===== src/rtl/blkdev_cmd_pkg.sv =====
package blkdev_cmd_pkg;
   typedef enum logic [7:0] {
      CZ_DONE       = 8'd0,
      CZ_MEM_RANGE  = 8'd1,
      CZ_DISK_RANGE = 8'd2,
      CZ_BUSY       = 8'd3,
      CZ_ALIGN      = 8'd4,
      CZ_BAD_CMD    = 8'd5,
      CZ_ZERO_CNT   = 8'd6
   } cause_e;

   localparam int CMD_RD_BIT  = 15;
   localparam int CMD_WR_BIT  = 14;
   localparam int CMD_CLR_BIT = 13;
endpackage


===== src/rtl/blkdev_param_regs.sv =====
module blkdev_param_regs #(
   parameter int ADDR_W = 32,
   parameter int SECT_W = 24,
   parameter int CNT_W  = 9
) (
   input  logic              clk,
   input  logic              rst_n,
   input  logic              lock,
   input  logic              addr_we,
   input  logic [ADDR_W-1:0] addr_d,
   input  logic              sect_we,
   input  logic [SECT_W-1:0] sect_d,
   input  logic              cnt_we,
   input  logic [CNT_W-1:0]  cnt_d,
   output logic [ADDR_W-1:0] addr_q,
   output logic [SECT_W-1:0] sect_q,
   output logic [CNT_W-1:0]  cnt_q,
   output logic [ADDR_W-1:0] addr_eff,
   output logic [CNT_W-1:0]  cnt_eff
);
   logic addr_take, sect_take, cnt_take;

   assign addr_take = addr_we && !lock;
   assign sect_take = sect_we && !lock;
   assign cnt_take  = cnt_we  && !lock;

   // same-cycle values seen by the command checker
   assign addr_eff = addr_take ? addr_d : addr_q;
   assign cnt_eff  = cnt_take  ? cnt_d  : cnt_q;

   always_ff @(posedge clk) begin
      if (!rst_n) begin
         addr_q <= '0;
         sect_q <= '0;
         cnt_q  <= '0;
      end else begin
         if (addr_take) addr_q <= addr_d;
         if (sect_take) sect_q <= sect_d;
         if (cnt_take)  cnt_q  <= cnt_d;
      end
   end
endmodule


===== src/rtl/blkdev_cmd_check.sv =====
module blkdev_cmd_check
   import blkdev_cmd_pkg::*;
#(
   parameter int ADDR_W     = 32,
   parameter int CNT_W      = 9,
   parameter int ALIGN_BITS = 9,
   parameter int MAX_CNT    = 256
) (
   input  logic              ctl_we,
   input  logic [2:0]        cmd,       // {read, write, clear}
   input  logic              exc,
   input  logic              busy,
   input  logic [ADDR_W-1:0] addr_eff,
   input  logic [CNT_W-1:0]  cnt_eff,
   output logic              do_clear,
   output logic              do_start,
   output logic              start_wr,
   output logic              err_valid,
   output cause_e            err_cause
);
   logic misalign;
   logic multi;

   generate
      if (ALIGN_BITS > 0) begin : g_align
         assign misalign = |addr_eff[ALIGN_BITS-1:0];
      end else begin : g_noalign
         assign misalign = 1'b0;
      end
   endgenerate

   assign multi = (cmd & (cmd - 3'd1)) != 3'd0;

   always_comb begin
      do_clear  = 1'b0;
      do_start  = 1'b0;
      start_wr  = 1'b0;
      err_valid = 1'b0;
      err_cause = CZ_DONE;
      if (ctl_we && cmd != 3'd0) begin
         if (exc) begin
            do_clear = (cmd == 3'b001);
         end else if (multi) begin
            err_valid = 1'b1;
            err_cause = CZ_BAD_CMD;
         end else if (cmd[0]) begin
            do_clear = 1'b1;
         end else if (busy) begin
            err_valid = 1'b1;
            err_cause = CZ_BUSY;
         end else if (misalign) begin
            err_valid = 1'b1;
            err_cause = CZ_ALIGN;
         end else if (cnt_eff > CNT_W'(MAX_CNT)) begin
            err_valid = 1'b1;
            err_cause = CZ_BAD_CMD;
         end else if (cnt_eff == '0) begin
            err_valid = 1'b1;
            err_cause = CZ_ZERO_CNT;
         end else begin
            do_start = 1'b1;
            start_wr = cmd[1];
         end
      end
   end
endmodule


===== src/rtl/blkdev_status_ctl.sv =====
module blkdev_status_ctl
   import blkdev_cmd_pkg::*;
(
   input  logic   clk,
   input  logic   rst_n,
   input  logic   do_clear,
   input  logic   do_start,
   input  logic   start_wr,
   input  logic   err_valid,
   input  cause_e err_cause,
   input  logic   eng_done,
   input  logic   eng_fault,
   input  logic   eng_fault_disk,
   output logic   rd_busy,
   output logic   wr_busy,
   output logic   exc,
   output cause_e cause,
   output logic   start_q,
   output logic   dir_q,
   output logic   abort_q
);
   logic pend;
   logic busy, eng_f, eng_d;

   assign busy  = rd_busy || wr_busy;
   assign eng_f = busy && eng_fault;
   assign eng_d = busy && eng_done && !eng_fault;

   always_ff @(posedge clk) begin
      if (!rst_n) begin
         rd_busy <= 1'b0;
         wr_busy <= 1'b0;
         exc     <= 1'b0;
         cause   <= CZ_DONE;
         pend    <= 1'b0;
         start_q <= 1'b0;
         dir_q   <= 1'b0;
         abort_q <= 1'b0;
      end else begin
         start_q <= 1'b0;
         abort_q <= 1'b0;
         if (do_clear) begin
            rd_busy <= 1'b0;
            wr_busy <= 1'b0;
            exc     <= pend;
            cause   <= CZ_DONE;
            pend    <= 1'b0;
            abort_q <= busy;
         end else if (eng_f) begin
            rd_busy <= 1'b0;
            wr_busy <= 1'b0;
            exc     <= 1'b1;
            cause   <= eng_fault_disk ? CZ_DISK_RANGE : CZ_MEM_RANGE;
         end else if (err_valid) begin
            exc   <= 1'b1;
            cause <= err_cause;
            if (eng_d) begin
               rd_busy <= 1'b0;
               wr_busy <= 1'b0;
               pend    <= 1'b1;
            end
         end else if (eng_d) begin
            rd_busy <= 1'b0;
            wr_busy <= 1'b0;
            if (exc) begin
               pend <= 1'b1;
            end else begin
               exc   <= 1'b1;
               cause <= CZ_DONE;
            end
         end else if (do_start) begin
            rd_busy <= !start_wr;
            wr_busy <= start_wr;
            start_q <= 1'b1;
            dir_q   <= start_wr;
         end
      end
   end
endmodule


===== src/rtl/blkdev_cmd_unit.sv =====
module blkdev_cmd_unit
   import blkdev_cmd_pkg::*;
#(
   parameter int ADDR_W       = 32,
   parameter int SECT_W       = 24,
   parameter int MAX_SECTORS  = 256,
   parameter int SECTOR_BYTES = 512,
   parameter int CTL_W        = 16,
   parameter int CNT_W        = $clog2(MAX_SECTORS + 1)
) (
   input  logic              clk,
   input  logic              rst_n,
   input  logic              addr_wr,
   input  logic [ADDR_W-1:0] addr_wdata,
   input  logic              sect_wr,
   input  logic [SECT_W-1:0] sect_wdata,
   input  logic              cnt_wr,
   input  logic [CNT_W-1:0]  cnt_wdata,
   input  logic              ctl_wr,
   input  logic [CTL_W-1:0]  ctl_wdata,
   output logic [15:0]       status,
   output logic              exc_out,
   output logic              xfer_start,
   output logic              xfer_dir,
   output logic [ADDR_W-1:0] xfer_addr,
   output logic [SECT_W-1:0] xfer_sect,
   output logic [CNT_W-1:0]  xfer_cnt,
   output logic              xfer_abort,
   input  logic              eng_done,
   input  logic              eng_fault,
   input  logic              eng_fault_disk
);
   localparam int ALIGN_BITS = $clog2(SECTOR_BYTES);

   generate
      if (CTL_W < 16) begin : g_bad_ctl
         $error("CTL_W must cover the command bits");
      end
      if ((1 << ALIGN_BITS) != SECTOR_BYTES) begin : g_bad_sector
         $error("SECTOR_BYTES must be a power of two");
      end
      if (ADDR_W <= ALIGN_BITS) begin : g_bad_addr
         $error("ADDR_W too narrow for the sector size");
      end
      if (CNT_W < $clog2(MAX_SECTORS + 1)) begin : g_bad_cnt
         $error("CNT_W cannot hold MAX_SECTORS");
      end
   endgenerate

   logic [ADDR_W-1:0] addr_eff;
   logic [CNT_W-1:0]  cnt_eff;
   logic              do_clear, do_start, start_wr, err_valid;
   cause_e            err_cause, cause;
   logic              rd_busy, wr_busy, exc;
   logic [2:0]        cmd;

   assign cmd = {ctl_wdata[CMD_RD_BIT], ctl_wdata[CMD_WR_BIT], ctl_wdata[CMD_CLR_BIT]};

   blkdev_param_regs #(.ADDR_W(ADDR_W), .SECT_W(SECT_W), .CNT_W(CNT_W)) u_regs (
      .clk(clk), .rst_n(rst_n), .lock(exc),
      .addr_we(addr_wr), .addr_d(addr_wdata),
      .sect_we(sect_wr), .sect_d(sect_wdata),
      .cnt_we(cnt_wr),   .cnt_d(cnt_wdata),
      .addr_q(xfer_addr), .sect_q(xfer_sect), .cnt_q(xfer_cnt),
      .addr_eff(addr_eff), .cnt_eff(cnt_eff)
   );

   blkdev_cmd_check #(.ADDR_W(ADDR_W), .CNT_W(CNT_W), .ALIGN_BITS(ALIGN_BITS),
                      .MAX_CNT(MAX_SECTORS)) u_check (
      .ctl_we(ctl_wr), .cmd(cmd), .exc(exc), .busy(rd_busy || wr_busy),
      .addr_eff(addr_eff), .cnt_eff(cnt_eff),
      .do_clear(do_clear), .do_start(do_start), .start_wr(start_wr),
      .err_valid(err_valid), .err_cause(err_cause)
   );

   blkdev_status_ctl u_stat (
      .clk(clk), .rst_n(rst_n),
      .do_clear(do_clear), .do_start(do_start), .start_wr(start_wr),
      .err_valid(err_valid), .err_cause(err_cause),
      .eng_done(eng_done), .eng_fault(eng_fault), .eng_fault_disk(eng_fault_disk),
      .rd_busy(rd_busy), .wr_busy(wr_busy), .exc(exc), .cause(cause),
      .start_q(xfer_start), .dir_q(xfer_dir), .abort_q(xfer_abort)
   );

   assign status  = {rd_busy, wr_busy, exc, 5'd0, cause};
   assign exc_out = exc;
endmodule


===== config.mk =====
export PLATFORM = sky130hd
export DESIGN_NAME = blkdev_cmd_unit
export DESIGN_NICKNAME = d
export VERILOG_FILES = /design/src/rtl/blkdev_cmd_pkg.sv /design/src/rtl/blkdev_param_regs.sv /design/src/rtl/blkdev_cmd_check.sv /design/src/rtl/blkdev_status_ctl.sv /design/src/rtl/blkdev_cmd_unit.sv
export SDC_FILE = /design/constraint.sdc
export NUM_CORES = 1
export LEC_CHECK = 0
export CAP_MARGIN = 20
export CORE_MARGIN = 1.5
export CORE_UTILIZATION = 45
export CTS_BUF_LIST = sky130_fd_sc_hd__clkbuf_8 sky130_fd_sc_hd__clkbuf_16
export CTS_CLUSTER_DIAMETER = 100
export DETAILED_ROUTE_END_ITERATION = 10
export DONT_BUFFER_PORTS = 1
export SLEW_MARGIN = 20
export SYNTH_ARGS = -nofsm -noshare
export SYNTH_HDL_FRONTEND = slang
export SYNTH_SLANG_ARGS = --single-unit

===== constraint.sdc =====
create_clock -name clk -period 3.28 [get_ports clk]
set_clock_uncertainty 0.15 [all_clocks]
set_input_delay 0.328 -clock clk [delete_from_list [all_inputs] [get_ports clk]]
set_output_delay 0.328 -clock clk [all_outputs]
set_load 0.02 [all_outputs]

-- Word level (Yosys, flattened, before mapping)
Index checks and enable logic that the tools add are counted.
- output and inout bits: 85
- bits of input ports: 90
- register bits: 80
- word-level logic and storage cells: 108
- $add $sub $neg: 1
- magnitude comparators: 1
- equality and inequality tests: 3
- reductions and logical operators: 27
- bitwise operators: 6
- mux-type cells: 58
- operators with widths (operator ; number):
    $mux 8 ; 11
    $mux 1 ; 43
    $mux 9 ; 2
    $gt 9x9->1 const B ; 1
    $logic_not 9->1 ; 1
    $reduce_bool 3->1 ; 3
    $reduce_or 9->1 ; 1
    $logic_and 1x1->1 ; 7
    $reduce_and 2->1 ; 3
    $not 1->1 ; 5
    $reduce_and 5->1 ; 1
    $reduce_or 5->1 ; 1
    $reduce_bool 2->1 ; 2
    $reduce_bool 4->1 ; 1
    $and 3x3->3 ; 1
    $eq 3x1->1 const B ; 1
    $logic_not 1->1 ; 3
    $mux 3 ; 1
    $ne 3x3->1 const B ; 1
    $reduce_and 3->1 ; 1
    $reduce_or 3->1 ; 1
    $sub 3x1->3 const B ; 1
    $mux 2 ; 1
    $ne 2x1->1 const B ; 1
    other kinds (2) ; 2

-- Logic depth before layout (Yosys ltp)
Gate-level depths: netlist of run 1.
- depth in word-level cells: 16
- mapped depth: 11
- mapped depth without buffers: 9

-- Modules after synthesis
From an unflattened synthesis of run 1, not the netlist that was laid out.
- cell total of the unflattened synthesis: 445
- area, all modules: 4192.8 sq um
- by module, submodules not included (module ; instances ; area an instance (sq um) ; sequential area each (sq um) ; cells each):
    blkdev_param_regs ; 1 ; 3261.9 ; 1301.2 ; 333
    blkdev_status_ctl ; 1 ; 571.8 ; 300.3 ; 61
    blkdev_cmd_check ; 1 ; 289.0 ; 0.0 ; 41
    blkdev_cmd_unit ; 1 ; 70.1 ; 0.0 ; 10

-- Least setup slack after synthesis of run 1
OpenSTA, ideal clock, no wires.
- kind: reg2reg
- start: register u_stat.exc
- end: register u_stat.cause[0]
- setup time: 0.086 ns
- cell stages (with the launch flop): 11
- clock period less this slack: 2.612 ns
- path buffers: 2
- data required time: 3.044 ns
- arrival: 2.376 ns
- slack: 0.668 ns
- cell sequence: dfxtp_1 buf_6 nor2b_1 clkbuf_1 mux2i_1 ha_1 nand4b_2 o22a_2 nand3b_2 a211o_1 a221oi_2
- cells in the longest elaborated chain, start to end: 14
- elaborated cells on any way between the ends: 31
- classes of those cells: 1 x order compare; 1 x eq/ne; 21 x mux; 8 x reduce/logical
- ends and longest elaborated chain (element ; RTL line ; text):
    start: declaration ; blkdev_status_ctl.sv:16 ; output logic exc,
    start signal: assignment ; blkdev_status_ctl.sv:45 ; exc <= pend;
    parallel branches: the longest is 14 deep, another holds $gt 9x9->1 ; -- ;
    end signal: assignment ; blkdev_status_ctl.sv:53 ; cause <= eng_fault_disk ? CZ_DISK_RANGE : CZ_MEM_RANGE;
    end signal: assignment ; blkdev_status_ctl.sv:56 ; cause <= err_cause;
    end: declaration ; blkdev_status_ctl.sv:17 ; output cause_e cause,
Parallel ways; which one is timed is not known.
A chain may end at the register's enable or synchronous reset.

-- Worst setup path in the final report of run 1
Same ends and word-level chain as after synthesis.

==> summary.md, run 1 <==
| Metric | Value |
|---|---|
| Ant diodes | `0` |
| RD Place Congestion | `0.845` |
| Grt met1 use | `0.252` |
| Share of the synthesized area in compound gates (AO/OA/AOI/OAI) | `0.204` |
| Number of global-route vias before repair | `2707` |
| Clock latency at the later pin of the worst-skew pair | `0.34 ns` |
| Power spent charging and discharging nets | `0.000623 W` |
| GRT Resource Usage Total | `0.212` |
| WL final | `8260 um` |
| Cell type contributing the most total cell area after synthesis | `sky130_fd_sc_hd__dfxtp_1` |
| Period utilisation layout | `0.793` |
| Number of distinct standard cells referenced by the synthesized netlist | `44` |
| CTS clock-pin slew for the worst setup and hold paths | `0.08 ns` |
| Layout net count | `539` |
| Simple-gate share of the synthesized area | `0.252` |
| Leading cell types in the layout, fill and taps excluded | `sky130_fd_sc_hd__nand2_1, sky130_fd_sc_hd__dfxtp_1, sky130_fd_sc_hd__a21boi_0` |
| Sequential cell area fraction in the yosys report | `0.457` |
| Die Height | `88.5 um` |
| Ratio of cells with drive above 1 in the final layout | `0.0774` |
| Global Route met2 Usage | `0.360` |
| Max VDD drop | `0.361 mV` |
| Power density cells | `534 nW/um^2` |
| First-pass GRT wire length | `12800 um` |
| Iteration-0 DRC count of the detailed router | `108` |
| Die area | `7820 um^2` |
| Final setup violation count | `0` |
| Final count of pins violating max slew | `0` |
| Post-route DRC violation count | `0` |
| Proportion of power drawn by combinational gates | `0.144` |
| Ys flop type | `sky130_fd_sc_hd__dfxtp_1` |
| Minimum clock period | `2.60 ns` |
| CTS HTree Levels | `3` |
| Synthesized-area fraction occupied by adder cells | `0.0107` |
| Post-Route Setup TNS | `0 ns` |
| Critical Path Fanout Max | `5` |
| Status | `finished, final reports clean` |
| Synthesis Warnings | `0` |
| FILL cells | `631` |
| Setup repair after global routing missed its margin | `false` |
| Upper clock frequency limit | `384 MHz` |
| Worst setup path class | `reg2reg` |
| Number of violations of the max-capacitance limit | `0` |
| Synthesized cell area | `3290 um^2` |
| Setup slack after placement | `0.688 ns` |
| Number of buffers created by CTS | `9` |
| Final core utilization | `0.596` |
| Total of flip-flops plus latches after synthesis | `75` |
| Vias per cell | `5.05` |
| Fraction of power consumed by sequential logic | `0.495` |
| Synthesis-to-layout area growth | `26.0%` |
| Top cell type's share of synthesized area | `0.457` |
| Total design power | `0.00221 W` |
| Detailed placement HPWL | `5100 um` |
| Post-synthesis cell count | `397` |
| Worst Slack Setup Final | `0.678 ns` |
| Pint | `0.00159 W` |
| Detail-routed net length per standard cell | `15.1 um` |
| Maximum number of pins on one net before global-route repair | `70` |
| Clock buffer depth | `2` |
| Required @ worst endpoint | `3.38 ns` |
| Clock root buffer | `sky130_fd_sc_hd__clkbuf_8` |
| Main area contributors after synthesis | `sky130_fd_sc_hd__dfxtp_1, sky130_fd_sc_hd__nand2_1, sky130_fd_sc_hd__a21boi_0, sky130_fd_sc_hd__buf_4, sky130_fd_sc_hd__clkbuf_1` |
| Total clock sinks | `75` |
| Hold violation count in the final report | `0` |
| Leakage power | `1.59 nW` |
| Count of standard-cell rows | `30` |
| Post-synthesis xor/xnor area fraction | `0.00267` |
| Multiplexer share of the synthesized area | `0.00305` |
| Via count | `2768` |
| Async S/R FF share, synth | `0` |
| Number of nets with antenna violations after detailed routing | `0` |
| Post_cts resized | `0` |
| Top-Level Pins | `175` |
| Std-Cell Core Area | `6940 um^2` |
| Clock share of power | `0.361` |
| Cell depth of the worst min-delay path | `2` |
| PortBufs | `0` |
| Number of enable-type register cells in the synthesized netlist | `0` |
| Worst relative slew slack | `0.415` |
| Reg2Reg Depth | `9` |
| Fraction of power spent switching nets | `0.282` |
| TritonRoute pass-1 iters | `4` |
| Sort of element at the start of the critical path | `register` |
| Worst Setup End Kind | `register` |
| Initial standard-cell utilization of the core | `0.473` |
| Most congested layer reported by global routing | `met2` |
| Final-layout worst hold slack | `0.0121 ns` |
| CTS tree | `built` |
| Dominant combinational cell family by area after synthesis | `simple AND/OR/NAND/NOR gates` |
| Chip width | `88.5 um` |
| Tightest Hold Check Type | `in2reg` |
| Met3 capacity usage during global routing | `0.0756` |
| Antenna violations before repair | `0` |
| Critical path data arrival time | `2.70 ns` |
| Post-Syn Area per Cell | `8.28 um^2` |
| Transition time at the pin with the least slew margin | `0.878 ns` |
| Overflow left after global routing | `0` |
| Most common cell after layout, fill and taps aside | `sky130_fd_sc_hd__nand2_1` |
## Yosys cell counts, types with 2 or more instances
cell	count
sky130_fd_sc_hd__dfxtp_1	75
sky130_fd_sc_hd__nor2b_1	4
sky130_fd_sc_hd__nor3b_2	2
sky130_fd_sc_hd__nor2_1	8
sky130_fd_sc_hd__nor4_2	3
sky130_fd_sc_hd__buf_4	13
sky130_fd_sc_hd__buf_6	2
sky130_fd_sc_hd__nand3b_1	2
sky130_fd_sc_hd__a21boi_0	64
sky130_fd_sc_hd__nand3_1	6
sky130_fd_sc_hd__inv_1	5
sky130_fd_sc_hd__o21ai_0	5
sky130_fd_sc_hd__a21oi_1	8
sky130_fd_sc_hd__nor4_1	5
sky130_fd_sc_hd__buf_2	2
sky130_fd_sc_hd__nand2b_1	2
sky130_fd_sc_hd__nand2_1	143
sky130_fd_sc_hd__ha_1	2
sky130_fd_sc_hd__clkbuf_1	21
## cells by family after synthesis
family | after synthesis
other cells | 1
fa+ha+maj | 3
xor+xnor | 1
mux | 1
buf+inv | 43
simple gates | 184
compound gates | 89
flops | 75
## path summary, 6_finish.rpt
| kind | from | endpoint | slack [ns] |
|---|---|---|---|
| setup reg to reg | u_stat.exc | u_stat.cause[0] | 0.68 |
| hold / removal | sect_wdata[10] | u_regs.sect_q[10] | 0.01 |
| setup / recovery | u_stat.exc | u_stat.cause[0] | 0.68 |
| hold reg to reg | u_stat.pend | u_stat.pend | 0.35 |
## registers in the layout, indices dropped and copies added (netlist names)
register and flops:
u_stat.wr_busy 1, u_stat.dir_q 1, u_stat.exc 1, u_regs.cnt_q 9
u_stat.abort_q 1, u_stat.rd_busy 1, u_regs.addr_q 32, u_stat.start_q 1
u_regs.sect_q 24, u_stat.cause 3, u_stat.pend 1
## critical path: stages (launching register included)
cell and delay, ns:
sky130_fd_sc_hd__dfxtp_1 0.32, sky130_fd_sc_hd__buf_4 0.19, sky130_fd_sc_hd__nor2b_1 0.19, sky130_fd_sc_hd__mux2i_1 0.32, sky130_fd_sc_hd__ha_1 0.34, sky130_fd_sc_hd__nand4b_2 0.10
sky130_fd_sc_hd__o22a_2 0.21, sky130_fd_sc_hd__nand3b_2 0.13, sky130_fd_sc_hd__a211o_1 0.35, sky130_fd_sc_hd__a221oi_2 0.22
## area by class of cell
class | count | area (um^2) | area share
well taps | 96 | 120 | 0.0290
repair buffers | 68 | 678 | 0.164
clock buffers | 11 | 151 | 0.0366
flip-flops and latches | 75 | 1500 | 0.363
clock inverters | 5 | 76.3 | 0.0184
multi-input cells | 288 | 1590 | 0.385
inverters | 5 | 18.8 | 0.00453
## power groups by stage
stage | Sequential, W | Clock, W | Combinational, W
6_report | 0.00109 | 0.000796 | 0.000319
5_1_grt | 0.00110 | 0.000855 | 0.000355
4_1_cts | 0.00109 | 0.000818 | 0.000319
3_5_place_dp | 0.00111 | 0 | 0.000245
3_3_place_gp | 0.00111 | 0 | 0.000238
2_1_floorplan | 0.00110 | 0 | 0.000224
## repair_timing
action,CTS,global route
hold buffers,63,0
hold endpoints to repair,69,0
setup buffers,0,0
## routing by layer
layer  vias up  part of all wire
li1       1386                 -
met3         9             0.073
met4         0            0.0099
met1      1273              0.41
met5         -                 0
met2       100              0.51
## metrics by stage
stage / cells / cell area (um^2)
2_1_floorplan: 406 / 3320
3_3_place_gp: 469 / 3270
3_5_place_dp: 469 / 3270
4_1_cts: 548 / 4140
5_1_grt: 548 / 4140
6_report: 548 / 4140
Note: power is estimated with default switching activity, not from simulation.
==> run 2: changes to the inputs <==
- ABC_AREA: default -> 1
- clock period: 3.28 -> 2.4 ns (I/O delays scaled with it)
==> summary.md, run 2 <==
| Metric | Value |
|---|---|
| Upper clock frequency limit | `449 MHz (+17%)` |
| Clock root buffer | `sky130_fd_sc_hd__clkbuf_8` |
| Top-Level Pins | `175 (unchanged)` |
| Iteration-0 DRC count of the detailed router | `151 (+40%)` |
| Ys flop type | `sky130_fd_sc_hd__dfxtp_1` |
| Die Height | `85.1 um (-3.8%)` |
| Ratio of cells with drive above 1 in the final layout | `0.0989 (+0.0215)` |
| Multiplexer share of the synthesized area | `0.0264 (+0.0234)` |
| Critical path data arrival time | `2.31 ns (-0.39 ns)` |
| Count of standard-cell rows | `29 (-3.3%)` |
| Failing checks | `DRC` |
| Post-route DRC violation count | `13 (+13)` |
| Minimum clock period | `2.23 ns (-0.375 ns)` |
| Main area contributors after synthesis | `sky130_fd_sc_hd__dfxtp_1, sky130_fd_sc_hd__nor2_1, sky130_fd_sc_hd__o21ai_0, sky130_fd_sc_hd__nand2_1, sky130_fd_sc_hd__buf_4` |
| Final setup violation count | `0 (unchanged)` |
| Most common cell after layout, fill and taps aside | `sky130_fd_sc_hd__nor2_1` |
| Async S/R FF share, synth | `0 (unchanged)` |
| Number of global-route vias before repair | `2746 (+1.4%)` |
| RD Place Congestion | `0.856 (+1.3%)` |
| Transition time at the pin with the least slew margin | `0.721 ns (-0.156 ns)` |
| Worst relative slew slack | `0.518 (+0.104)` |
| TritonRoute pass-1 iters | `10 (+6)` |
| Final core utilization | `0.633 (+0.0373)` |
| Max VDD drop | `0.409 mV (+13%)` |
| Maximum number of pins on one net before global-route repair | `49 (-30%)` |
| Number of violations of the max-capacitance limit | `0 (unchanged)` |
| First-pass GRT wire length | `12300 um (-3.8%)` |
| Synthesized-area fraction occupied by adder cells | `0.00825 (-0.00241)` |
| Synth cell count leaders | `sky130_fd_sc_hd__nor2_1, sky130_fd_sc_hd__dfxtp_1, sky130_fd_sc_hd__o21ai_0` |
| Status | `complete, but fails checks` |
| Sort of element at the start of the critical path | `register` |
| Overflow left after global routing | `0 (unchanged)` |
| Synthesis Warnings | `0 (unchanged)` |
| Simple-gate share of the synthesized area | `0.260 (+0.00829)` |
| Synthesized cell area | `3030 um^2 (-7.7%)` |
| Required @ worst endpoint | `2.49 ns (-0.89 ns)` |
| Critical Path Fanout Max | `10 (+5)` |
| Detailed placement HPWL | `4760 um (-6.7%)` |
| Total design power | `0.00311 W (+41%)` |
| Cell type contributing the most total cell area after synthesis | `sky130_fd_sc_hd__dfxtp_1` |
| Die area | `7240 um^2 (-7.5%)` |
| PortBufs | `0 (unchanged)` |
| Dominant combinational cell family by area after synthesis | `simple AND/OR/NAND/NOR gates` |
| Setup repair after global routing missed its margin | `false` |
| WL final | `7680 um (-7.1%)` |
| Post-synthesis cell count | `400 (+0.76%)` |
| Synthesis-to-layout area growth | `34.2%` |
| Ant diodes | `0 (unchanged)` |
| CTS HTree Levels | `3 (unchanged)` |
| Total of flip-flops plus latches after synthesis | `75 (unchanged)` |
| Share of the synthesized area in compound gates (AO/OA/AOI/OAI) | `0.120 (-0.0844)` |
| Final-layout worst hold slack | `0.0158 ns (+0.00371 ns)` |
| Count leader, synth | `sky130_fd_sc_hd__nor2_1` |
| Via count | `2752 (-0.58%)` |
| Total clock sinks | `75 (unchanged)` |
| Chip width | `85.1 um (-3.8%)` |
| Number of buffers created by CTS | `9 (unchanged)` |
| Number of nets with antenna violations after detailed routing | `0 (unchanged)` |
| Hold violation count in the final report | `0 (unchanged)` |
| Clock latency at the later pin of the worst-skew pair | `0.34 ns (about the same)` |
| Post-Syn Area per Cell | `7.58 um^2 (-8.4%)` |
| Layout net count | `562 (+4.3%)` |
| Antenna violations before repair | `0 (unchanged)` |
| Post-layout instance count excluding filler cells | `552 (+0.73%)` |
| Clock buffer depth | `2 (unchanged)` |
| CTS clock-pin slew for the worst setup and hold paths | `0.07 ns (about the same)` |
| Largest registers in the final layout | `u_regs.addr_q x32, u_regs.sect_q x24, u_regs.cnt_q x9` |
| Leading cell types in the layout, fill and taps excluded | `sky130_fd_sc_hd__nor2_1, sky130_fd_sc_hd__dfxtp_1, sky130_fd_sc_hd__dlygate4sd3_1` |
| Register containing the most flip-flops in the final layout | `u_regs.addr_q` |
| Vias per cell | `4.99 (-1.3%)` |
| Period utilisation layout | `0.928 (+0.135)` |
| Number of distinct standard cells referenced by the synthesized netlist | `26 (-41%)` |
| Detail-routed net length per standard cell | `13.9 um (-7.8%)` |
| Post-Route Setup TNS | `0 ns (unchanged)` |
| Final count of pins violating max slew | `0 (unchanged)` |
| Std-Cell Core Area | `6420 um^2 (-7.5%)` |
| Initial standard-cell utilization of the core | `0.472 (-0.00111)` |
| Worst setup path class | `reg2reg` |
| Top cell type's share of synthesized area | `0.495 (+0.0383)` |
| Placed instance count | `465 (-0.85%)` |
| Leakage power | `1.78 nW (+12%)` |
| Tightest Hold Check Type | `in2reg` |
| Worst Setup End Kind | `register` |
| CTS tree | `built` |
| Number of enable-type register cells in the synthesized netlist | `0 (unchanged)` |
| Power density cells | `765 nW/um^2 (+43%)` |
| Sequential cell area fraction in the yosys report | `0.495 (+0.0383)` |
| GRT Resource Usage Total | `0.216 (+0.00369)` |
| Max reg flops | `32 (unchanged)` |
| Post-synthesis xor/xnor area fraction | `0 (-0.00267)` |
## run 2: timing repair
| item | in CTS | in global routing |
|---|---|---|
| hold buffers | 70 | 0 |
| gates resized for setup | 1 | 10 |
| endpoints found under the setup margin | 1 | 7 |
| endpoints found under the hold margin | 67 | 0 |
| setup buffers | 0 | 1 |
## run 2: path summary, 6_finish.rpt
| kind | endpoint | from | cells after the start | slack [ns] |
|---|---|---|---|---|
| worst max-delay path | u_stat.rd_busy | u_stat.exc | 11 | 0.17 |
| worst min-delay path | u_stat.cause[2] | ctl_wr | 4 | 0.02 |
| worst min register to register | u_stat.pend | u_stat.pend | 2 | 0.33 |
| worst max register to register | u_stat.rd_busy | u_stat.exc | 11 | 0.17 |
## run 2: worst max-delay path: stages, from the launching register on
cell and delay (ns):
sky130_fd_sc_hd__dfxtp_2 0.36, sky130_fd_sc_hd__inv_4 0.05, sky130_fd_sc_hd__nand2_8 0.12, sky130_fd_sc_hd__mux2i_4 0.25
sky130_fd_sc_hd__nand4_1 0.14, sky130_fd_sc_hd__nor2_2 0.14, sky130_fd_sc_hd__inv_1 0.05, sky130_fd_sc_hd__ha_1 0.21
sky130_fd_sc_hd__nor3b_2 0.16, sky130_fd_sc_hd__nand4_1 0.12, sky130_fd_sc_hd__or2_0 0.23, sky130_fd_sc_hd__nor3b_1 0.14
## run 2: kinds of logic after synthesis
group,after synthesis
mux,8
compound gates,69
fa+ha+maj,2
simple gates,189
other cells,1
flops,75
buf+inv,56
## run 2: cell type report
cell class	instances	area, um^2
clock inverter	5	75.1
multi-input combinational	278	1360
clock buffer	11	151
tap	77	96.3
fill	537	2350
sequential	75	1500
inverter	27	104
timing repair buffer	79	778
## run 2: power by group
part | switching, W | internal (W)
registers | 0.000197 | 0.00135
clock network | 0.000453 | 0.000637
logic | 0.000263 | 0.000215
## run 2: routing by layer
metal / global-route usage / routed length (um)
met5: 0 / 0
met4: 0.118 / 226
met1: 0.229 / 3060
met2: 0.380 / 3800
met3: 0.0671 / 591
## run 2: metrics by stage
stage                     instance area (um^2)  setup WS (ns)
after CTS                                 4000         0.0647
after detailed placement                  3060        0.00162
after global routing                      4070        0.00416
after floorplan                           3070         0.0757
after global placement                    3060         0.0461
final                                     4070          0.173
